==> config.mk <==
export PLATFORM = sky130hd
export DESIGN_NAME = atapi_pio_seq
export DESIGN_NICKNAME = d
export VERILOG_FILES = /design/src/rtl/atapi_pkg.sv /design/src/rtl/atapi_pkt_decode.sv /design/src/rtl/atapi_burst_calc.sv /design/src/rtl/atapi_blk_stub.sv /design/src/rtl/atapi_pio_seq.sv
export SDC_FILE = /design/constraint.sdc
export NUM_CORES = 1
export LEC_CHECK = 0
export BUFFER_PORTS_ARGS = -buffer_cell sky130_fd_sc_hd__buf_4
export CORE_UTILIZATION = 30
export CTS_BUF_LIST = sky130_fd_sc_hd__clkbuf_2 sky130_fd_sc_hd__clkbuf_4 sky130_fd_sc_hd__clkbuf_8
export DETAILED_ROUTE_END_ITERATION = 16
export GPL_ROUTABILITY_DRIVEN = 0
export PLACE_DENSITY = 0.54
export SYNTH_ARGS = -nofsm -noshare
export SYNTH_HDL_FRONTEND = slang
export SYNTH_SLANG_ARGS = --single-unit
==> constraint.sdc <==
create_clock -name clk -period 6.49 [get_ports clk]
set_input_delay 0.649 -clock clk [delete_from_list [all_inputs] [get_ports clk]]
set_output_delay 0.649 -clock clk [all_outputs]
set_load 0.02 [all_outputs]
==> src/rtl/atapi_pkg.sv <==
package atapi_pkg;
  typedef enum logic [2:0] {
    ST_IDLE, ST_BUSY, ST_PKT, ST_DECODE, ST_PREP, ST_XFER
  } seq_state_t;

  localparam logic [7:0] OP_PACKET = 8'hA0;
  localparam logic [7:0] OP_READ10 = 8'h28;
  localparam logic [7:0] ST_RDY    = 8'h40;
  localparam logic [7:0] ST_BSY    = 8'h80;
  localparam logic [7:0] ST_DRQ    = 8'h08;
  localparam logic [7:0] ST_ERR    = 8'h01;
  localparam logic [7:0] ERR_ABORT = 8'h04;
  localparam logic [2:0] A_DATA = 3'd0;
  localparam logic [2:0] A_FEAT = 3'd1;
  localparam logic [2:0] A_LIML = 3'd4;
  localparam logic [2:0] A_LIMH = 3'd5;
  localparam logic [2:0] A_CMD  = 3'd7;
endpackage

==> src/rtl/atapi_pkt_decode.sv <==
module atapi_pkt_decode #(
  parameter int LBA_W = 32,
  parameter int CNT_W = 16
) (
  input  logic [5:0][15:0]  pkt,
  output logic [7:0]        opcode,
  output logic [LBA_W-1:0]  lba,
  output logic [CNT_W-1:0]  count
);
  logic [95:0] bytes_flat;
  always_comb begin
    for (int i = 0; i < 6; i++) begin
      bytes_flat[16*i +: 8]     = pkt[i][7:0];
      bytes_flat[16*i + 8 +: 8] = pkt[i][15:8];
    end
  end
  // byte n sits at bytes_flat[8n +: 8]; reserved bytes 1, 6, 9..11 unused
  assign opcode = bytes_flat[7:0];
  assign lba    = LBA_W'({bytes_flat[23:16], bytes_flat[31:24],
                          bytes_flat[39:32], bytes_flat[47:40]});
  assign count  = CNT_W'({bytes_flat[63:56], bytes_flat[71:64]});
  logic unused_ok;
  assign unused_ok = ^{bytes_flat[15:8], bytes_flat[55:48], bytes_flat[95:72]};
endmodule

==> src/rtl/atapi_burst_calc.sv <==
module atapi_burst_calc #(
  parameter int REM_W = 27
) (
  input  logic [REM_W-1:0] remain,
  input  logic [15:0]      limit,
  output logic [15:0]      burst
);
  logic [15:0] lim_even;
  assign lim_even = (limit < 16'd2) ? 16'hFFFE : {limit[15:1], 1'b0};
  assign burst = (remain < REM_W'(lim_even)) ? remain[15:0] : lim_even;
endmodule

==> src/rtl/atapi_blk_stub.sv <==
module atapi_blk_stub #(
  parameter int LBA_W = 32,
  parameter int WP_W  = 26,
  parameter int OFF_W = 10
) (
  input  logic [LBA_W-1:0] lba,
  input  logic [WP_W-1:0]  wptr,
  output logic [15:0]      word
);
  logic [LBA_W-1:0] blk;
  logic [7:0]       fold;
  assign blk = lba + LBA_W'(wptr[WP_W-1:OFF_W]);
  always_comb begin
    fold = '0;
    for (int i = 0; i < LBA_W/8; i++) fold = fold ^ blk[8*i +: 8];
  end
  assign word = {fold, 8'h00} + 16'(wptr[OFF_W-1:0]);
endmodule

==> src/rtl/atapi_pio_seq.sv <==
module atapi_pio_seq
  import atapi_pkg::*;
#(
  parameter int BLK_BYTES = 2048,
  parameter int CNT_W     = 16,
  parameter int LBA_W     = 32
) (
  input  logic        clk,
  input  logic        rst_n,
  input  logic        wr_en,
  input  logic [2:0]  wr_addr,
  input  logic [15:0] wr_data,
  input  logic        rd_en,
  input  logic [2:0]  rd_addr,
  output logic [15:0] rd_data,
  output logic        irq
);
  localparam int BLK_SH = $clog2(BLK_BYTES);
  localparam int REM_W  = CNT_W + BLK_SH;
  localparam int WP_W   = REM_W - 1;
  localparam int OFF_W  = BLK_SH - 1;

  seq_state_t        state_q, state_d;
  logic              feat_q, feat_d, abort_q, abort_d, irq_q, irq_d;
  logic [15:0]       bcnt_q, bcnt_d, lim_q, lim_d, bwords_q, bwords_d;
  logic [5:0][15:0]  pkt_q, pkt_d;
  logic [2:0]        pidx_q, pidx_d;
  logic [LBA_W-1:0]  lba_q, lba_d, dec_lba;
  logic [REM_W-1:0]  rem_q, rem_d;
  logic [WP_W-1:0]   wptr_q, wptr_d;
  logic [7:0]        dec_op, status;
  logic [CNT_W-1:0]  dec_cnt;
  logic [15:0]       burst, word;
  logic [16:0]       burst_w;
  logic              wr_cmd, wr_dat, pop, rd_stat;

  atapi_pkt_decode #(.LBA_W(LBA_W), .CNT_W(CNT_W)) u_dec (
    .pkt(pkt_q), .opcode(dec_op), .lba(dec_lba), .count(dec_cnt));
  atapi_burst_calc #(.REM_W(REM_W)) u_burst (
    .remain(rem_q), .limit(lim_q), .burst(burst));
  atapi_blk_stub #(.LBA_W(LBA_W), .WP_W(WP_W), .OFF_W(OFF_W)) u_stub (
    .lba(lba_q), .wptr(wptr_q), .word(word));

  assign wr_cmd  = wr_en && (wr_addr == A_CMD);
  assign wr_dat  = wr_en && (wr_addr == A_DATA);
  assign pop     = rd_en && (rd_addr == A_DATA) && (state_q == ST_XFER);
  assign rd_stat = rd_en && (rd_addr == A_CMD);
  assign burst_w = {1'b0, burst} + 17'd1;

  always_comb begin
    unique case (state_q)
      ST_IDLE:         status = ST_RDY | (abort_q ? ST_ERR : 8'h00);
      ST_PKT, ST_XFER: status = ST_RDY | ST_DRQ;
      default:         status = ST_RDY | ST_BSY;
    endcase
  end

  always_comb begin
    rd_data = '0;
    unique case (rd_addr)
      A_DATA:  rd_data = (state_q == ST_XFER) ? word : 16'h0000;
      A_FEAT:  rd_data = {8'h00, abort_q ? ERR_ABORT : 8'h00};
      A_LIML:  rd_data = {8'h00, bcnt_q[7:0]};
      A_LIMH:  rd_data = {8'h00, bcnt_q[15:8]};
      A_CMD:   rd_data = {8'h00, status};
      default: rd_data = '0;
    endcase
  end

  always_comb begin
    state_d = state_q; feat_d = feat_q; abort_d = abort_q;
    bcnt_d = bcnt_q; lim_d = lim_q; bwords_d = bwords_q;
    pkt_d = pkt_q; pidx_d = pidx_q; lba_d = lba_q;
    rem_d = rem_q; wptr_d = wptr_q;
    irq_d = rd_stat ? 1'b0 : irq_q;   // a raise below overrides the clear
    unique case (state_q)
      ST_IDLE: begin
        if (wr_en && wr_addr == A_FEAT) feat_d = wr_data[0];
        if (wr_en && wr_addr == A_LIML) bcnt_d[7:0]  = wr_data[7:0];
        if (wr_en && wr_addr == A_LIMH) bcnt_d[15:8] = wr_data[7:0];
        if (wr_cmd && wr_data[7:0] == OP_PACKET) begin
          if (feat_q) begin
            abort_d = 1'b1; irq_d = 1'b1;
          end else begin
            abort_d = 1'b0; lim_d = bcnt_q; state_d = ST_BUSY;
          end
        end
      end
      ST_BUSY: begin
        pidx_d = '0; state_d = ST_PKT;
      end
      ST_PKT: if (wr_dat) begin
        pkt_d[pidx_q] = wr_data;
        pidx_d = pidx_q + 3'd1;
        if (pidx_q == 3'd5) state_d = ST_DECODE;
      end
      ST_DECODE: begin
        wptr_d = '0;
        lba_d  = dec_lba;
        rem_d  = REM_W'(dec_cnt) << BLK_SH;
        if (dec_op != OP_READ10) begin
          abort_d = 1'b1; irq_d = 1'b1; state_d = ST_IDLE;
        end else if (dec_cnt == '0) begin
          irq_d = 1'b1; state_d = ST_IDLE;
        end else begin
          state_d = ST_PREP;
        end
      end
      ST_PREP: begin
        bcnt_d   = burst;
        bwords_d = burst_w[16:1];
        rem_d    = rem_q - REM_W'(burst);
        irq_d    = 1'b1;
        state_d  = ST_XFER;
      end
      ST_XFER: if (pop) begin
        wptr_d   = wptr_q + WP_W'(1);
        bwords_d = bwords_q - 16'd1;
        if (bwords_q == 16'd1) begin
          if (rem_q == '0) begin
            irq_d = 1'b1; state_d = ST_IDLE;
          end else begin
            state_d = ST_PREP;
          end
        end
      end
      default: state_d = ST_IDLE;
    endcase
  end

  always_ff @(posedge clk or negedge rst_n) begin
    if (!rst_n) begin
      state_q <= ST_IDLE; feat_q <= 1'b0; abort_q <= 1'b0; irq_q <= 1'b0;
      bcnt_q <= '0; lim_q <= '0; bwords_q <= '0; pkt_q <= '0;
      pidx_q <= '0; lba_q <= '0; rem_q <= '0; wptr_q <= '0;
    end else begin
      state_q <= state_d; feat_q <= feat_d; abort_q <= abort_d; irq_q <= irq_d;
      bcnt_q <= bcnt_d; lim_q <= lim_d; bwords_q <= bwords_d; pkt_q <= pkt_d;
      pidx_q <= pidx_d; lba_q <= lba_d; rem_q <= rem_d; wptr_q <= wptr_d;
    end
  end

  assign irq = irq_q;
endmodule

==> summary.md <==
| Metric | Value |
|---|---|
| Status | finished, final reports clean |
| Number of enable flip-flop cells after synthesis | 0 |
| Core area | 39800 um2 |
| F_max | approximately 170 MHz |
| Longest Clk Path Bufs | 2 |
| # IOs | 43 |
| Clk sinks | about 200 |
| DR vias | between 10000 and 15000 |
| DP Area | ~13000 um2 |
| Post-Syn Instances | 1346 |
| Synth unique cells | 75 |
| Die Ht | around 200 um |
| Initial DRC Count | ~630 |
| Vias in the first global route | 9612 |
| Pleak | approximately 6.3 nW |
| CP Max Fanout | 25 |
| H-tree depth | 4 |
| Hold Path Class | input pin to asynchronous set/reset pin |
| Cell count after placement | about 1900 |
| DR WL/cell | approximately 18 um |
| Commonest non-fill, non-tap cell in the layout | nand2_1 |
| Initial antenna violation count | 0 |
| Number of vias per cell | 5.32 |
| Most frequent cells in the layout | nand2_1 (199), dfrtp_1 (197), nor2_1 (138) |
| DP Wirelength | 25400 um |
| Share of cells above drive strength 1 | 0.139 |
| Initial core utilization | 0.305 |
| Die W | about 200 um |
| Fin area | about 13000 um2 |
| Final Hold Vio Count | 0 |
| Rel. slew slack | 0.323 |
| Number of detailed-route iterations in the first pass | 5 |
| Max-cap violations | 0 |
| I/O Buffers | 42 |
| Layout Area Growth over Synthesis | 10.9% |
| Maximum VDD drop | approximately 120 uV |
| Critical Path RT | 6910 ps |
| Setup total negative slack | 0 ps |
| Remaining Overflow, GRT | 0 |
| Drt total wl | between 30000 and 40000 um |
| Multiplexer share of the synthesized area | 0.0900 |
| Arrival @ worst endpoint | 6410 ps |
| Skew final | around 18 ps |
| Synth Area in Simple Gates | 0.210 |
| Mapped Area | 12200 um2 |
| Total GRT Usage | 0.174 |
| # setup viols final | 0 |
| Xor and xnor area share after synthesis | 0.0721 |
| Number of post-CTS setup repair buffers | 0 |
| Top_reg_cell synth | dfrtp_1 |
| Power density cells | ~170 nW/um2 |
| Largest family of logic cells by synthesized area | simple AND/OR/NAND/NOR gates |
| Fin nets | roughly 1400 |
| Final hold slack | roughly 240 ps |
| Residual DRC count | 0 |
| Mapped Nets | roughly 1400 |
| Worst-skew pair later-pin latency | about 490 ps |
| CP Capture Type | flip-flop |
| Sequential-to-total area share from yosys stat | 0.406 |
| Asr flop ratio synth | 1.00 |
| Worst setup SP type | flip-flop |
| Post-Synth Adder-Cell Area | 0.0552 |
| Register bit total from synthesis | 197 |
| Kind of critical path | flip-flop to flip-flop |
| Largest net degree at the start of global routing | between 100 and 150 |
| Fin cells | around 1900 |
| Pins Over Slew Limit | 0 |
| Final min period | 6000 ps |
| Worst slew pin tran | 1010 ps |
| Antenna Cells | 0 |
| Synth warn | 0 |
| # rows | 73 |
| Die area | 41300 um2 |
| RSZ-0062 raised after global routing | no |
| Final period util | 0.924 |
| First-pass GRT wire length | between 50000 and 60000 um |
| Antenna-violating nets left | 0 |
| Clock Pin Slew Worst Setup and Hold Paths | ~120 ps |
| Hold Buf Count CTS | 0 |
| Mean Syn Cell Area | approximately 9 um2 |
| CTS Buf Count | 17 |
| Compound-Gate Fraction of Synth Area | 0.138 |
| CTS tree | yes |
| Clk root buf | clkbuf_8 |
-- routing by layer --
metal  up-vias  wire length (um)  GRT usage
met2       269             15600      0.267
met3        26              1510     0.0203
met4         0               454     0.0408
li1       4807                 -          -
met5         -                 0          0
met1      5022             17200      0.259
-- critical path, cell delays in order (launching register included) --
cell and delay (ps):
dfrtp_1 480, nor4_4 410, and4_1 390, buf_4 240, nor2_1 150, ha_1 360
nand4_1 100, o31a_2 390, o21ai_4 330, buf_4 350, mux2i_1 360, inv_1 190
ha_1 260, maj3_1 360, mux2_4 300, or4b_4 570, nor3_2 140, o211a_4 220
a211oi_1 90, a311oi_2 220
-- what timing repair did --
action,in CTS,in global routing
resized for setup,0,1
endpoints found under the hold margin,0,0
setup endpoints to repair,0,5
-- through the flow --
stage | utilization | setup slack [ps] | total power, W
2_1_floorplan | - | 293 | 0.00139
3_3_place_gp | 0.328 | 598 | 0.00148
3_5_place_dp | 0.328 | 408 | 0.00148
4_1_cts | 0.338 | 365 | 0.00236
5_1_grt | 0.339 | 22.9 | 0.00244
6_report | 0.339 | 492 | 0.00234
-- final cells by class --
| type | instances | area, um2 |
|---|---|---|
| Fill cell | 4192 | 26300 |
| Clock inverter | 13 | 179 |
| Sequential cell | 197 | 4930 |
| Multi-Input combinational cell | 1054 | 6890 |
| Clock buffer | 18 | 248 |
| Inverter | 40 | 150 |
| Tap cell | 525 | 657 |
| Timing Repair Buffer | 56 | 427 |
-- synth_stat cells, types with 8 or more instances --
master | instances | share of area
a21oi_1 | 66 | 0.027
a31oi_1 | 13 | 0.0067
and3_1 | 23 | 0.012
buf_1 | 9 | 0.0028
clkbuf_1 | 43 | 0.013
dfrtp_1 | 197 | 0.41
ha_1 | 48 | 0.049
inv_1 | 40 | 0.012
mux2_2 | 78 | 0.072
mux2i_1 | 20 | 0.016
nand2_1 | 200 | 0.062
nand2b_1 | 8 | 0.0041
nand3_1 | 42 | 0.017
nand4_1 | 19 | 0.0098
nor2_1 | 138 | 0.043
nor2b_1 | 9 | 0.0046
nor3_1 | 34 | 0.014
nor4_1 | 13 | 0.0067
o21ai_0 | 80 | 0.033
o21ai_1 | 9 | 0.0037
o22ai_1 | 10 | 0.0051
or3_1 | 8 | 0.0041
xnor2_1 | 64 | 0.046
xor2_1 | 36 | 0.026
-- power breakdown --
group | switching, W | internal (W)
combinational | 0.000103 | 0.0000570
clock | 0.000510 | 0.000373
sequential | 0.0000369 | 0.00125
total | 0.000651 | 0.00168
-- kinds of logic (layout without fill, tap and decap cells) --
family	count (synthesis)	in the layout
adders and majority gates	52	52
xor gates and xnor gates	100	100
muxes	99	99
DFF	197	197
other	1	1
buffers and inverters	95	127
AOI/OAI and AO/OA	263	263
and+or+nand+nor	539	539
-- registers in the layout, summed over array words and instances, names as in the netlist --
| signal | count |
|---|---|
| wptr_q | 26 |
| bwords_q | 16 |
| pkt_q | 56 |
| irq | 1 |
| pidx_q | 3 |
| lim_q | 15 |
| abort_q | 1 |
| lba_q | 32 |
| feat_q | 1 |
| bcnt_q | 16 |
| state_q | 3 |
| rem_q | 27 |
-- final timing paths --
| kind | depth (start not counted) | slack, ps | end | from |
|---|---|---|---|---|
| setup / recovery | 19 | 490 | rem_q[22]$_DFFE_PN0P_ | lim_q[13]$_DFFE_PN0P_ |
| setup reg to reg | 19 | 490 | rem_q[22]$_DFFE_PN0P_ | lim_q[13]$_DFFE_PN0P_ |
| hold / removal | 1 | 240 | wptr_q[25]$_DFFE_PN0P_ | rst_n |
| hold reg to reg | 2 | 470 | lba_q[14]$_DFFE_PN0P_ | pkt_q[38]$_DFFE_PN0P_ |
| min in group clk | 2 | 400 | pkt_q[58]$_DFFE_PN0P_ | wr_data[10] |
| max in group asynchronous | 2 | 5010 | rem_q[9]$_DFFE_PN0P_ | rst_n |
Note: power is estimated with default switching activity, not from simulation.
